`config.mk`:
```
export PLATFORM = sky130hd
export DESIGN_NAME = pteg_search
export DESIGN_NICKNAME = d
export VERILOG_FILES = /design/src/rtl/pteg_pkg.sv /design/src/rtl/pteg_entry_match.sv /design/src/rtl/pteg_perm.sv /design/src/rtl/pteg_rc_update.sv /design/src/rtl/pteg_search.sv
export SDC_FILE = /design/constraint.sdc
export NUM_CORES = 1
export LEC_CHECK = 0
export BUFFER_PORTS_ARGS = -buffer_cell sky130_fd_sc_hd__buf_4
export CAP_MARGIN = 20
export CORE_MARGIN = 2
export CORE_UTILIZATION = 57
export DETAILED_ROUTE_END_ITERATION = 10
export GPL_TIMING_DRIVEN = 0
export PLACE_DENSITY = 0.8
export SYNTH_ARGS = -nofsm -noshare
export SYNTH_HDL_FRONTEND = slang
export SYNTH_SLANG_ARGS = --single-unit
```
`constraint.sdc`:
```
create_clock -name clk -period 5 [get_ports clk]
set_input_delay 0 -clock clk [delete_from_list [all_inputs] [get_ports clk]]
set_output_delay 0 -clock clk [all_outputs]
set_load 0.01 [all_outputs]
```
`src/rtl/pteg_pkg.sv`:
```
package pteg_pkg;

  typedef enum logic [1:0] {
    RES_HIT      = 2'd0,
    RES_MISS     = 2'd1,
    RES_PROT     = 2'd2,
    RES_CONFLICT = 2'd3
  } pteg_result_e;

  typedef enum logic [1:0] {
    ST_IDLE,
    ST_TAG,
    ST_XLAT,
    ST_EVAL
  } pteg_state_e;

  localparam int          VALID_BIT  = 31;
  localparam int          HSEL_BIT   = 6;
  localparam logic [31:0] TAG_MASK   = 32'h7FFF_FFBF;
  localparam int          REF_BIT    = 8;
  localparam int          CHG_BIT    = 7;
  localparam int          WIMG_LO    = 3;
  localparam logic [31:0] ATTR_LOW   = 32'h0000_007B;

endpackage

```
`src/rtl/pteg_entry_match.sv`:
```
module pteg_entry_match
  import pteg_pkg::*;
(
  input  logic [31:0] tag_word,
  input  logic [31:0] match_word,
  input  logic        pass_sel,
  output logic        hit
);

  logic valid_ok;
  logic hsel_ok;
  logic tag_ok;

  assign valid_ok = tag_word[VALID_BIT];
  assign hsel_ok  = (tag_word[HSEL_BIT] == pass_sel);
  assign tag_ok   = ((tag_word & TAG_MASK) == match_word);
  assign hit      = valid_ok && hsel_ok && tag_ok;

endmodule

```
`src/rtl/pteg_perm.sv`:
```
module pteg_perm (
  input  logic       key,
  input  logic [1:0] pp,
  input  logic       is_write,
  output logic       allow
);

  logic rd_ok;
  logic wr_ok;

  always_comb begin
    rd_ok = 1'b1;
    wr_ok = 1'b0;
    unique case (pp)
      2'd0: begin rd_ok = !key; wr_ok = !key; end
      2'd1: begin rd_ok = 1'b1; wr_ok = !key; end
      2'd2: begin rd_ok = 1'b1; wr_ok = 1'b1; end
      default: begin rd_ok = 1'b1; wr_ok = 1'b0; end
    endcase
  end

  assign allow = is_write ? wr_ok : rd_ok;

endmodule

```
`src/rtl/pteg_rc_update.sv`:
```
module pteg_rc_update
  import pteg_pkg::*;
(
  input  logic [31:0] word_in,
  input  logic        is_write,
  output logic [31:0] word_out,
  output logic        changed
);

  always_comb begin
    word_out          = word_in;
    word_out[REF_BIT] = 1'b1;
    if (is_write) word_out[CHG_BIT] = 1'b1;
  end

  assign changed = (word_out != word_in);

endmodule

```
`src/rtl/pteg_search.sv`:
```
module pteg_search
  import pteg_pkg::*;
#(
  parameter int ADDR_W     = 32,
  parameter int ENTRIES    = 8,
  parameter int PAGE_SHIFT = 12
) (
  input  logic                    clk,
  input  logic                    rst,
  input  logic                    start,
  input  logic [31:0]             match_word,
  input  logic [ADDR_W-1:0]       pri_base,
  input  logic [ADDR_W-1:0]       sec_base,
  input  logic                    key,
  input  logic                    acc_write,
  output logic                    mem_req,
  output logic                    mem_we,
  output logic [ADDR_W-1:0]       mem_addr,
  output logic [31:0]             mem_wdata,
  input  logic                    mem_rvalid,
  input  logic [31:0]             mem_rdata,
  output logic                    done,
  output logic [1:0]              result,
  output logic [31-PAGE_SHIFT:0]  rpn,
  output logic [3:0]              wimg,
  output logic [1:0]              pp
);

  localparam int          IDX_W      = $clog2(ENTRIES);
  localparam int          ENTRY_SH   = 3;
  localparam logic [31:0] CMP_MASK   = (32'hFFFF_FFFF << PAGE_SHIFT) | ATTR_LOW;
  localparam logic [IDX_W-1:0] LAST_IDX = IDX_W'(ENTRIES - 1);
  localparam logic [ADDR_W-1:0] XLAT_OFS = ADDR_W'(4);
  localparam logic [ADDR_W-1:0] STRIDE   = ADDR_W'(1 << ENTRY_SH);

  pteg_state_e        state_q;
  logic               pass_q;
  logic [IDX_W-1:0]   idx_q;
  logic [ADDR_W-1:0]  base_q;
  logic [31:0]        mw_q;
  logic               key_q;
  logic               wr_q;
  logic               found_q;
  logic [31:0]        first_q;
  logic [ADDR_W-1:0]  first_addr_q;

  logic [ADDR_W-1:0]  entry_addr;
  logic               last_entry;
  logic               tag_hit;
  logic               conflict;
  logic               allow;
  logic [31:0]        rc_word;
  logic               rc_changed;

  assign entry_addr = base_q + ({{(ADDR_W-IDX_W){1'b0}}, idx_q} << ENTRY_SH);
  assign last_entry = (idx_q == LAST_IDX);
  assign conflict   = ((mem_rdata & CMP_MASK) != (first_q & CMP_MASK));

  pteg_entry_match u_match (
    .tag_word   (mem_rdata),
    .match_word (mw_q),
    .pass_sel   (pass_q),
    .hit        (tag_hit)
  );

  pteg_perm u_perm (
    .key      (key_q),
    .pp       (first_q[1:0]),
    .is_write (wr_q),
    .allow    (allow)
  );

  pteg_rc_update u_rc (
    .word_in  (first_q),
    .is_write (wr_q),
    .word_out (rc_word),
    .changed  (rc_changed)
  );

  always_ff @(posedge clk) begin
    if (rst) begin
      state_q      <= ST_IDLE;
      pass_q       <= 1'b0;
      idx_q        <= '0;
      base_q       <= '0;
      mw_q         <= '0;
      key_q        <= 1'b0;
      wr_q         <= 1'b0;
      found_q      <= 1'b0;
      first_q      <= '0;
      first_addr_q <= '0;
      mem_req      <= 1'b0;
      mem_we       <= 1'b0;
      mem_addr     <= '0;
      mem_wdata    <= '0;
      done         <= 1'b0;
      result       <= RES_MISS;
      rpn          <= '0;
      wimg         <= '0;
      pp           <= '0;
    end else begin
      mem_req <= 1'b0;
      mem_we  <= 1'b0;
      done    <= 1'b0;
      unique case (state_q)
        ST_IDLE: begin
          if (start) begin
            mw_q     <= match_word;
            key_q    <= key;
            wr_q     <= acc_write;
            pass_q   <= 1'b0;
            idx_q    <= '0;
            base_q   <= pri_base;
            found_q  <= 1'b0;
            mem_req  <= 1'b1;
            mem_addr <= pri_base;
            state_q  <= ST_TAG;
          end
        end

        ST_TAG: begin
          if (mem_rvalid) begin
            if (tag_hit) begin
              mem_req  <= 1'b1;
              mem_addr <= entry_addr + XLAT_OFS;
              state_q  <= ST_XLAT;
            end else if (last_entry) begin
              state_q <= ST_EVAL;
            end else begin
              idx_q    <= idx_q + 1'b1;
              mem_req  <= 1'b1;
              mem_addr <= entry_addr + STRIDE;
            end
          end
        end

        ST_XLAT: begin
          if (mem_rvalid) begin
            if (found_q && conflict) begin
              done    <= 1'b1;
              result  <= RES_CONFLICT;
              rpn     <= '0;
              wimg    <= '0;
              pp      <= '0;
              state_q <= ST_IDLE;
            end else begin
              if (!found_q) begin
                found_q      <= 1'b1;
                first_q      <= mem_rdata;
                first_addr_q <= mem_addr;
              end
              if (last_entry) begin
                state_q <= ST_EVAL;
              end else begin
                idx_q    <= idx_q + 1'b1;
                mem_req  <= 1'b1;
                mem_addr <= entry_addr + STRIDE;
                state_q  <= ST_TAG;
              end
            end
          end
        end

        ST_EVAL: begin
          if (found_q) begin
            done    <= 1'b1;
            rpn     <= first_q[31:PAGE_SHIFT];
            wimg    <= first_q[WIMG_LO+3:WIMG_LO];
            pp      <= first_q[1:0];
            state_q <= ST_IDLE;
            if (!allow) begin
              result <= RES_PROT;
            end else begin
              result <= RES_HIT;
              if (rc_changed) begin
                mem_req   <= 1'b1;
                mem_we    <= 1'b1;
                mem_addr  <= first_addr_q;
                mem_wdata <= rc_word;
              end
            end
          end else if (!pass_q) begin
            pass_q   <= 1'b1;
            idx_q    <= '0;
            base_q   <= sec_base;
            mem_req  <= 1'b1;
            mem_addr <= sec_base;
            state_q  <= ST_TAG;
          end else begin
            done    <= 1'b1;
            result  <= RES_MISS;
            rpn     <= '0;
            wimg    <= '0;
            pp      <= '0;
            state_q <= ST_IDLE;
          end
        end

        default: state_q <= ST_IDLE;
      endcase
    end
  end

endmodule

```
==> results.sh <==
export IMPL_root_buffer="clkbuf_16"
export IMPL_rsz0062_at_grt="no"
export IMPL_fin_crit_sh=0.924
export IMPL_layout_commonest_cell="nand2_1"
export IMPL_cts_htree_levels=1
export IMPL_pwr_share_comb=0.375
export IMPL_port_buffers=228
export IMPL_grt_busiest_layer="met2"
export IMPL_dp_hpwl_microns=36300
export IMPL_syn_cell_area_sq_mm=0.0127
export IMPL_num_rows=54
export IMPL_clock_latency_ps=530
export IMPL_syn_nets=1794
export IMPL_switching_share=0.394
export IMPL_drv_cap=0
export IMPL_drive_gt1_frac=0.154
export IMPL_finalNonFillerCells=2335
export IMPL_p_switching_uw=2820
export IMPL_place_gp_congestion=0.959
export IMPL_ios=229
export IMPL_synthArstFlopShare=0
export IMPL_cts_tree="yes"
export IMPL_synth_top_cells_by_area="dfxtp_1 (37%), nand2_1 (10%), a21oi_1 (8.5%)"
export IMPL_synth_top_area_cell="dfxtp_1"
export IMPL_synth_yosys_seq_area_share=0.365
export IMPL_path_max_fanout=9
export IMPL_use_met3=0.103
export IMPL_p_int_uw=4340
export IMPL_yosys_cell_types_count=73
export IMPL_die_w_microns=153
export IMPL_viasPerCell=6.48
export IMPL_start_kind="register"
export IMPL_grt_max_degree=15
export IMPL_grt_overflow=0
export IMPL_slew_headroom=0.241
export IMPL_pwr_share_clk=0.284
export IMPL_ys_flop_type="dfxtp_1"
export IMPL_max_freq_mhz=217
export IMPL_drtIter0Drc=1742
export IMPL_antenna_found_initial=0
export IMPL_critPathKind="register to register"
export IMPL_fin_crit_ps=4620
export IMPL_nets=2183
export IMPL_final_hold_viol_count=0
export IMPL_setup_tns_ps=0
export IMPL_avgSynthCellArea_sq_um=7.72
export IMPL_antenna_left=0
export IMPL_area_growth_pct=33.7
export IMPL_drc=0
export IMPL_grt_usage=0.446
export IMPL_initial_utilization=0.581
export IMPL_endpoint_kind="register"
export IMPL_cts_buffers=25
export IMPL_slew_violations=0
export IMPL_met1_usage=0.535
export IMPL_worst_slew_pin_slew_ps=1140
export IMPL_clkTransAtPathRegs_ps=60
export IMPL_post_cts_resized=0
export IMPL_regArea_sq_mm=0.00464
export IMPL_power_density_mw_per_mm2=421
export IMPL_place_area_sq_mm=0.0148
export IMPL_stdcell_area_sq_mm=0.0170
export IMPL_placed_cells=2158
export IMPL_ys_ff_latch=232
export IMPL_die_area_sq_mm=0.0235
export IMPL_yosysTopAreaCellShare=0.365
export IMPL_nFillCells=1514
export IMPL_grtUsageMet2=0.734
export IMPL_cts_sinks=232
export IMPL_via_count=15100
export IMPL_crit_required_ps=5410
export IMPL_dr_pass1_iters=8
export IMPL_leakagePower_uw=0.00632
export IMPL_core_area_sq_mm=0.0219
export IMPL_worst_clock_skew_ps=8.78
export IMPL_diodes=0
export IMPL_grt_pass1_vias=14600
export IMPL_hold_path_class="input port to register"
export IMPL_drt_wl_total_microns=55100
export IMPL_status="complete, no violations"
export IMPL_wl_per_cell_microns=23.6
export IMPL_ys_warn_count=0
export IMPL_multi_input_area_sq_mm=0.00752
export IMPL_clk_path_buf_depth=3
export IMPL_grt_pass1_wl_microns=83000
export IMPL_vdd_drop_max_mv=0.269
export IMPL_synth_edf_count=0
export IMPL_crit_arrival_ps=5030
export IMPL_finalPower_uw=7160
export IMPL_synthCells=1648
export IMPL_final_cell_mix="nand2_1 (342), dfxtp_1 (232), buf_4 (230), a21oi_1 (217), dlygate4sd3_1 (132)"
export IMPL_seqPwrFrac=0.341
export IMPL_setup_viol=0
export IMPL_fp_dieH_microns=153
==> metrics by stage <==
step / hold WS (ps) / setup slack, ps / utilization
after floorplan: 136 / 1420 / -
after global placement: 250 / 687 / 0.675
after detailed placement: 258 / 552 / 0.676
after CTS: 14.8 / 454 / 0.777
after global routing: 92.5 / 158 / 0.777
final: 91.7 / 382 / 0.777
==> synth_stat cells, types with 3 or more instances <==
cell type and number:
a211o_1 4, a211oi_1 41, a21o_1 12, a21oi_1 217, a221o_1 6, a221oi_1 14, a22oi_1 5, a31oi_1 8
and2_1 11, and3_1 9, and4_1 6, buf_1 9, buf_2 12, clkbuf_1 106, dfxtp_1 232, ha_1 11
inv_1 11, mux2_2 15, mux2i_1 53, nand2_1 342, nand2b_1 37, nand3_1 30, nand3b_1 7, nand4_1 43
nor2_1 84, nor2b_1 7, nor3_1 24, nor3b_1 3, nor4_1 21, o2111ai_1 3, o211ai_1 10, o21a_1 5
o21ai_0 55, o221ai_1 6, o311ai_0 4, o31a_1 3, o31ai_1 6, o41ai_1 5, or3_1 7, or4_1 4
xnor2_1 48, xor2_1 70
==> per-layer routing <==
metal  up-vias  wire length, microns
met5         -                     0
met4         0                  4140
met3       349                  6450
met2      1198                 24900
met1      7000                 19600
li1       6586                     -
==> sequential cells by signal, indices dropped and copies added, names as in the netlist, 2 cells and up <==
signal and cells:
mem_wdata 32, mem_addr 32, wimg 4, rpn 20
result 2, base_q 32, idx_q 3, first_addr_q 32
mw_q 32, pp 2, state_q 2, first_q 32
==> worst paths after layout <==
path | start | end | slack [ps] | cells past startpoint
worst max-delay path | idx_q[0] | mem_addr[31] | 380 | 12
worst min-delay path | sec_base[1] | mem_addr[1] | 90 | 6
worst max register to register | idx_q[0] | mem_addr[31] | 380 | 12
worst min register to register | first_addr_q[19] | first_addr_q[19] | 450 | 2
==> worst max-delay path, stage by stage, from the launching register on <==
cell and delay, ps:
dfxtp_1 370, ha_1 300, fa_1 500, xor2_1 500, nand2_1 110, nor3_1 420
o211ai_1 500, or4_1 620, clkbuf_1 190, nor4b_2 440, xnor2_1 150, a221oi_1 290
o21ai_1 100
==> cells by family (layout without fill, tap and decap cells) <==
kind of cell    count (synthesis)  after routing  synth area share
xor+xnor                      118            118            0.0812
compound gates                426            426             0.205
buf+inv                       142            549            0.0442
fa+ha+maj                      12             12            0.0124
flops                         232            232             0.365
simple gates                  650            650             0.237
mux                            68             68            0.0550
==> final cells by class <==
cell class | count | area share
plain buffers | 131 | 0.0306
clock buffers | 34 | 0.0423
clock inverters | 11 | 0.0101
inverters | 11 | 0.00243
multi-input cells | 1274 | 0.442
flip-flops and latches | 232 | 0.273
well taps | 280 | 0.0206
repair buffers | 362 | 0.179
==> power by group through the flow <==
stage / Combinational [uW] / Clock [uW] / Sequential [uW]
after global routing: 2820 / 2080 / 2460
final: 2680 / 2040 / 2440
after floorplan: 1490 / 0 / 2410
after global placement: 2380 / 0 / 2440
after detailed placement: 2420 / 0 / 2450
after CTS: 2520 / 2010 / 2410
==> timing repair <==
action	in CTS	in global routing
endpoints found under the hold margin	135	0
setup buffers	0	0
hold buffers	132	0
Power figures use the tool's default switching activity.
